===== src/rtl/wstep_pkg.sv =====
`timescale 1ns/1ps
package wstep_pkg;

    typedef enum logic {
        MODE_OFF  = 1'b0,
        MODE_STEP = 1'b1
    } step_mode_e;

    typedef enum logic {
        DIR_DOWN = 1'b0,
        DIR_UP   = 1'b1
    } step_dir_e;

endpackage


===== src/rtl/wstep_ctrl.sv =====
`timescale 1ns/1ps
module wstep_ctrl
    import wstep_pkg::*;
#(
    parameter int NUM_POTS = 4,
    localparam int SEL_W = (NUM_POTS > 1) ? $clog2(NUM_POTS) : 1
) (
    input  logic             clk,
    input  logic             rst_n,
    input  logic             scl_rise,
    input  logic             scl_fall,
    input  logic             sda_in,
    input  logic             start_det,
    input  logic             stop_det,
    input  logic             mode_en,
    input  logic [SEL_W-1:0] pot_sel,
    output logic             active,
    output logic             fire,
    output step_dir_e        fire_dir,
    output logic [SEL_W-1:0] sel
);

    typedef struct packed {
        step_mode_e       mode;
        logic             armed;
        step_dir_e        dir;
        logic [SEL_W-1:0] sel;
    } ctrl_t;

    ctrl_t ctrl_d, ctrl_q;
    logic  fire_d;

    // Priority: bus condition > entry > clock edges.
    always_comb begin
        ctrl_d = ctrl_q;
        fire_d = 1'b0;
        if (stop_det || start_det) begin
            ctrl_d.mode  = MODE_OFF;
            ctrl_d.armed = 1'b0;
        end else if (mode_en) begin
            ctrl_d.mode  = MODE_STEP;
            ctrl_d.armed = 1'b0;
            ctrl_d.sel   = pot_sel;
        end else if (ctrl_q.mode == MODE_STEP) begin
            if (scl_rise) begin
                ctrl_d.armed = 1'b1;
                ctrl_d.dir   = sda_in ? DIR_UP : DIR_DOWN;
            end else if (scl_fall && ctrl_q.armed) begin
                ctrl_d.armed = 1'b0;
                fire_d       = 1'b1;
            end
        end
    end

    always_ff @(posedge clk or negedge rst_n) begin
        if (!rst_n) begin
            ctrl_q <= '{mode: MODE_OFF, armed: 1'b0, dir: DIR_DOWN, sel: '0};
        end else begin
            ctrl_q <= ctrl_d;
        end
    end

    assign active   = (ctrl_q.mode == MODE_STEP);
    assign fire     = fire_d;
    assign fire_dir = ctrl_q.dir;
    assign sel      = ctrl_q.sel;

endmodule


===== src/rtl/wstep_sat.sv =====
`timescale 1ns/1ps
module wstep_sat
    import wstep_pkg::*;
#(
    parameter int NUM_POTS = 4,
    parameter int WIPER_W  = 8,
    localparam int SEL_W   = (NUM_POTS > 1) ? $clog2(NUM_POTS) : 1,
    localparam int FLAT_W  = NUM_POTS * WIPER_W
) (
    input  logic [FLAT_W-1:0]  wiper_flat,
    input  logic [SEL_W-1:0]   sel,
    input  step_dir_e          dir,
    output logic [WIPER_W-1:0] sel_val,
    output logic               blocked,
    output logic [WIPER_W-1:0] next_val
);

    logic [WIPER_W-1:0] slice [NUM_POTS];

    for (genvar g = 0; g < NUM_POTS; g++) begin : g_slice
        assign slice[g] = wiper_flat[g*WIPER_W +: WIPER_W];
    end

    logic at_top, at_bottom;

    always_comb begin
        sel_val   = slice[sel];
        at_top    = &sel_val;
        at_bottom = ~|sel_val;
        if (dir == DIR_UP) begin
            blocked  = at_top;
            next_val = sel_val + 1'b1;
        end else begin
            blocked  = at_bottom;
            next_val = sel_val - 1'b1;
        end
    end

endmodule


===== src/rtl/ser_wiper_stepper.sv =====
`timescale 1ns/1ps
module ser_wiper_stepper
    import wstep_pkg::*;
#(
    parameter int NUM_POTS = 4,
    parameter int WIPER_W  = 8,
    localparam int SEL_W   = (NUM_POTS > 1) ? $clog2(NUM_POTS) : 1,
    localparam int FLAT_W  = NUM_POTS * WIPER_W
) (
    input  logic               clk,
    input  logic               rst_n,
    input  logic               scl_rise,
    input  logic               scl_fall,
    input  logic               sda_in,
    input  logic               start_det,
    input  logic               stop_det,
    input  logic               mode_en,
    input  logic [SEL_W-1:0]   pot_sel,
    input  logic [FLAT_W-1:0]  wiper_cur,
    output logic               mode_active,
    output logic               step_valid,
    output logic               step_up,
    output logic [SEL_W-1:0]   step_sel,
    output logic [WIPER_W-1:0] step_value
);

    typedef struct packed {
        logic               valid;
        logic               up;
        logic [SEL_W-1:0]   sel;
        logic [WIPER_W-1:0] value;
    } req_t;

    logic               fire;
    step_dir_e          fire_dir;
    logic [SEL_W-1:0]   cur_sel;
    logic [WIPER_W-1:0] sel_val;
    logic               blocked;
    logic [WIPER_W-1:0] next_val;

    wstep_ctrl #(.NUM_POTS(NUM_POTS)) ctrl_i (
        .clk       (clk),
        .rst_n     (rst_n),
        .scl_rise  (scl_rise),
        .scl_fall  (scl_fall),
        .sda_in    (sda_in),
        .start_det (start_det),
        .stop_det  (stop_det),
        .mode_en   (mode_en),
        .pot_sel   (pot_sel),
        .active    (mode_active),
        .fire      (fire),
        .fire_dir  (fire_dir),
        .sel       (cur_sel)
    );

    wstep_sat #(.NUM_POTS(NUM_POTS), .WIPER_W(WIPER_W)) sat_i (
        .wiper_flat (wiper_cur),
        .sel        (cur_sel),
        .dir        (fire_dir),
        .sel_val    (sel_val),
        .blocked    (blocked),
        .next_val   (next_val)
    );

    req_t req_d, req_q;

    always_comb begin
        req_d       = req_q;
        req_d.valid = fire && !blocked;
        if (fire && !blocked) begin
            req_d.up    = (fire_dir == DIR_UP);
            req_d.sel   = cur_sel;
            req_d.value = next_val;
        end
    end

    always_ff @(posedge clk or negedge rst_n) begin
        if (!rst_n) begin
            req_q <= '0;
        end else begin
            req_q <= req_d;
        end
    end

    assign step_valid = req_q.valid;
    assign step_up    = req_q.up;
    assign step_sel   = req_q.sel;
    assign step_value = req_q.value;

endmodule


===== config.mk =====
export PLATFORM = sky130hd
export DESIGN_NAME = ser_wiper_stepper
export DESIGN_NICKNAME = d
export VERILOG_FILES = /design/src/rtl/wstep_pkg.sv /design/src/rtl/wstep_ctrl.sv /design/src/rtl/wstep_sat.sv /design/src/rtl/ser_wiper_stepper.sv
export SDC_FILE = /design/constraint.sdc
export NUM_CORES = 1
export LEC_CHECK = 0
export ABC_AREA = 1
export BUFFER_PORTS_ARGS = -buffer_cell sky130_fd_sc_hd__buf_2
export CORE_MARGIN = 1
export CORE_UTILIZATION = 55
export CTS_BUF_LIST = sky130_fd_sc_hd__clkbuf_4
export DETAILED_ROUTE_END_ITERATION = 10
export PLACE_DENSITY = 0.91
export SLEW_MARGIN = 30
export SYNTH_ARGS = -nofsm -noshare
export SYNTH_HDL_FRONTEND = slang
export SYNTH_SLANG_ARGS = --single-unit

===== constraint.sdc =====
create_clock -name clk -period 4.9 [get_ports clk]
set_input_delay 0.245 -clock clk [delete_from_list [all_inputs] [get_ports clk]]
set_output_delay 0.245 -clock clk [all_outputs]
set_load 0.02 [all_outputs]

After elaboration in Yosys (flattened, before gate mapping) --
Cells that the tools add are included.
Storage, ports and cells: output and inout port bits 13, register bits 17, word-level logic and storage cells 45, memory bits (writable) 0, ROM bits 0, memories 0, input port bits 42, latch bits 0
Operators by class: add/sub/neg operators 2, order comparisons 1, equal/unequal tests 0, reduce and logical (&&, ||, !) cells 13, bitwise operators 3, mux-type cells 18, shift operators 0, multipliers 0, div/mod/pow operators 0
Operator list (count):
- 8-bit two-way mux | 3
- 8-bit binary-select mux with 2-bit select | 1
- 1-bit two-way mux | 12
- 8-bit by 1-bit adder with 8-bit output (second input constant) | 1
- 8-bit AND reduction | 1
- 8-bit OR reduction | 1
- 8-bit by 1-bit subtractor with 8-bit output (second input constant) | 1
- 2-bit two-way mux | 2
- 2-bit AND reduction | 2
- 4-bit AND reduction | 1
- 4-bit nonzero test | 1
- 3-bit >= comparator (second input constant) | 1
- 2-bit inverter with 3-bit output | 1
- 3-bit nonzero test | 1
- 1-bit logical AND | 2
- 1-bit zero test | 2
- 1-bit inverter | 2
- 2-bit nonzero test | 1
- 1-bit logical OR | 1

Depth between registers and ports, before layout --
depth in word-level cells 9, depth in mapped cells 17

Cells and area by module --
A second synthesis with hierarchy kept.
Unflattened totals: cells, all modules 232, area total of the unflattened synthesis 1524.0 um^2
By module, submodules not included:
- wstep_sat | area each 760.7 um^2, times used 1, seq. area each 0.0 um^2, cells an instance 147
- ser_wiper_stepper | area each 498.0 um^2, times used 1, seq. area each 300.3 um^2, cells an instance 51
- wstep_ctrl | area each 265.3 um^2, times used 1, seq. area each 125.1 um^2, cells an instance 34

Worst setup path after synthesis --
OpenSTA, ideal clock, no wires.
kind register to register, from register ctrl_i.ctrl_q, in the netlist ctrl_i.sel[0], to register req_q, in the netlist step_value[7], setup time 0.116 ns, slack 2.937 ns, clock period less this slack 1.963 ns, stages on the path, launching flop included 16, arrival 1.847 ns, buffers on the path 2, cell sequence dfrtp_1 buf_6 buf_6 nand2_1 nand3_1 nand2_2 inv_2 ha_1 a21oi_1 nor2_1 a211oi_1 nand2_1 nand2_1 nand2_1 nand2_1 nand2_1
Between the ends: cells in the longest elaborated chain, start to end 9, elaborated cells between the ends (all ways) 13, those cells by class add/sub (2); mux (5); bitwise (1); reduce/logical (5)
Ends and longest elaborated chain:
- from (decl) | RTL line wstep_ctrl.sv:30 | ctrl_t ctrl_d, ctrl_q;
- from (signal assigned) | RTL line wstep_ctrl.sv:57 | ctrl_q <= '{mode: MODE_OFF, armed: 1'b0, dir: DIR_DOWN, sel: '0};
- from (signal assigned) | RTL line wstep_ctrl.sv:59 | ctrl_q <= ctrl_d;
- 2-bit inverter with 3-bit output (implied by the code) (*) | RTL line wstep_sat.sv:27 | sel_val = slice[sel];
- 8-bit binary-select mux with 2-bit select (*) | RTL line wstep_sat.sv:27
- 8-bit two-way mux (implied by the code) (*) (2 in a row) | RTL line wstep_sat.sv:27
- branches (longest 5 deep; another with 8-bit by 1-bit subtractor with 8-bit output)
- to (signal assigned) | RTL line ser_wiper_stepper.sv:82 | req_q <= req_d;
- to (decl) | RTL line ser_wiper_stepper.sv:66 | req_t req_d, req_q;
Mark *: on every way between the ends. The select of a mux whose other input is x is not followed. A chain may end at the register's enable or synchronous reset.

Worst setup path after layout --
from register ctrl_i.ctrl_q, in the netlist ctrl_i.sel[0], to register req_q, in the netlist step_value[4]
Same word-level chain as after synthesis.

==> reports/qor.yml <==
status: "complete, no violations"
cts_max_path_buffers: 2
critPathCaptureType: "flop"
cp_num_buf_inv: 2
reg2reg_setup_slack_ps: 2490
yosysSeqAreaShare_pct: 28.4
ctsHtreeMaxLevel: 1
p_seq_share_pct: 34.8
crit_arrival_ps: 2650
wl_per_cell_um: 10.8
critPathLaunchType: "flop"
worst_r2r_endpoint: "step_value[4]"
p_leak_uw: 0.00108
worst-r2r-cell-count: 11
clock_latency_ps: 290
mostFrequentLayoutCell: "nand2_1"
ys_async_sr_fraction_pct: 100
synth_top_area_share_pct: 28.4
finalSetupViolCount: 0
internal_power_uw: 258
layout-drive-gt1-share_pct: 25.4
dr.first_iter.drc_count: 55
syn_nets: 283
p_total_uw: 456
hold_viol: 0
antenna_cells: 0
synth_warnings: 0
grt_overflow: 0
synth_area_per_cell_um2: 6.41
portBuffers: 54
hold_class: "input port to flop"
tns_ps: 0
yosysTopAreaCell: "dfrtp_1"
slowest_delay_ps: 730
post-cts-setup-buffers: 0
ys_top_cells_by_area: "dfrtp_1, nand2_1, nand3_1"
maxCapViolCount: 0
grt_pass1_wl_mm: 5.64
routed_wl_mm: 3.38
yosysUniqueCellTypes: 24
min_from: "mode_en"
p_per_area_nw_per_um2: 257
critPathKind: "flop to flop"
p_switching_uw: 198
rows: 18
grt_pass1_vias: 1432
syn_to_final_growth_pct: 18.1
cts_tree: "done"
ant_nets: 0
vias: 1620
irDropWorstVdd_uv: 187
vias_per_cell: 5.16
cp_max_fo: 18
min_path_cells: 3
fp.dieArea_um2: 2940
combPwrFrac_pct: 48.7
post_dp_cell_area_um2: 1730
yosys_most_used_dff: "dfrtp_1"
fin_crit_sh_pct: 49.3
tightestPinTransition_ps: 711
die_x_um: 54.2
nets: 334
cts_buffers: 3
final_area_um2: 1770
start_util_pct: 59.4
cp_slowest_cell: "dfrtp_1"
synth_edf_count: 0
hold_ws_ps: 184
max_freq_mhz: 414
syn_area_um2: 1500
synthesis.instances: 234
synth_seq_cells: 17
core-area_um2: 2520
r2r-start: "ctrl_i.sel[0]"
final_cell_mix: "nand2_1, buf_2, nand3_1"
firstDrtPassIters: 4
dp_hpwl_mm: 2.77
whs_endpoint: "ctrl_i.active"
skew_ps: 10.3
drc: 0
worstPathCellList: "inv_6 -> nand2_1 -> nand3_1 -> nand2_1 -> inv_1 -> fa_1 -> a21oi_1 -> o21ai_0 -> xor2_1 -> nand4_1 -> nand2_1"
grt_antenna_before_repair: 0
cts_root_buffer: "clkbuf_4"
track_usage_pct: 25.9
rsz0062_at_grt: "no"
grt_start_max_net_pins: 19
die_h_um: 54.2
cp_top_family: "flip-flops"
maxSlewViolCount: 0
worst_path_most_repeated_cell: "nand2_1"
path_clk_slew_ps: 100
fin_crit_ps: 2410
slew_headroom_pct: 52.4
power.clock.fraction_pct: 16.5
cts_sinks: 17
switching_share_pct: 43.5
critPathRequiredTime_ps: 5140
io_pins: 55
place_congestion: 0.843
[worst max-delay path by stage]
stage | start | endpoint | slack (ps) | cells after the start
final | ctrl_i.sel[0] | step_value[4] | 2490 | 11
after floorplan | ctrl_i.sel[0] | step_value[7] | 2940 | 15
after global placement | ctrl_i.sel[0] | step_value[4] | 2600 | 11
after detailed placement | ctrl_i.sel[0] | step_value[4] | 2500 | 11
after global routing | ctrl_i.sel[0] | step_value[7] | 2220 | 14
after CTS | ctrl_i.sel[0] | step_value[4] | 2480 | 11
[state kept, by name, indices dropped and copies added, names as in the netlist]
| name | flops |
|---|---|
| step_value | 8 |
| ctrl_i.sel | 2 |
| step_sel | 2 |
| ctrl_i.active | 1 |
| ctrl_i.ctrl_q | 1 |
| ctrl_i.fire_dir | 1 |
| step_up | 1 |
| step_valid | 1 |
[cells in the mapped netlist, types with 2 or more instances]
library cell / count
and2_1: 2
nor2_2: 2
nand4_1: 12
inv_1: 14
buf_6: 3
nor2_1: 14
nand2_1: 104
o21ai_0: 4
nand3_2: 3
inv_2: 3
a21oi_1: 7
ha_1: 6
xor2_1: 3
nand2_2: 4
buf_2: 5
nand3_1: 24
dfrtp_1: 17
[logic make-up (layout without fill, tap and decap cells)]
kind of cell	Yosys count	count (layout)	synth area share [%]
AO/OA/AOI/OAI	12	12	4.17
XOR/XNOR	3	3	1.75
adder cells (fa/ha/maj)	7	7	6.34
buffers and inverters	27	77	9.77
flip-flops	17	17	28.4
AND/OR/NAND/NOR	168	168	49.6
[layout make-up]
cell class / instances / area [um2]
clock inverters: 1 / 5.00
multi-input cells: 190 / 927
fillers: 247 / 752
repair buffers: 55 / 280
clock buffers: 3 / 22.5
well taps: 30 / 37.5
flip-flops and latches: 17 / 425
inverters: 18 / 72.6
[per-stage QoR]
| step | cells | util (%) | worst slack, ps |
|---|---|---|---|
| detailed placement | 309 | 68.7 | 2500 |
| CTS | 314 | 70.2 | 2480 |
| global placement | 309 | 68.7 | 2600 |
| global route | 314 | 70.2 | 2220 |
| floorplan | 234 | - | 2940 |
| finish | 314 | 70.2 | 2490 |
[what timing repair did]
action / in CTS / in global routing
hold buffers: 1 / 0
endpoints found under the setup margin: 0 / 0
gates resized for setup: 0 / 0
hold endpoints to repair: 17 / 0
[power by group through the flow]
stage	Sequential (uW)	Combinational [uW]	Clock [uW]
after detailed placement	161	219	0
after floorplan	151	186	0
final	158	222	75.2
after global placement	160	216	0
after global routing	160	258	79.2
after CTS	158	220	74.3
[worst reg2reg max path, cell delays in order, from the launching register on]
cell	delay (ps)
dfrtp_1	730
inv_6	150
nand2_1	100
nand3_1	100
nand2_1	150
inv_1	80
fa_1	420
a21oi_1	150
o21ai_0	110
xor2_1	150
nand4_1	120
nand2_1	110
[routing by layer]
layer  share of wire, %  GRT usage [%]  routed length [um]
met5                  0              0                   0
met4                1.8           7.26                  61
met3                3.5           2.82                 117
met2                 49           47.0                1650
met1                 46           31.8                1550
Power figures use the tool's default switching activity.
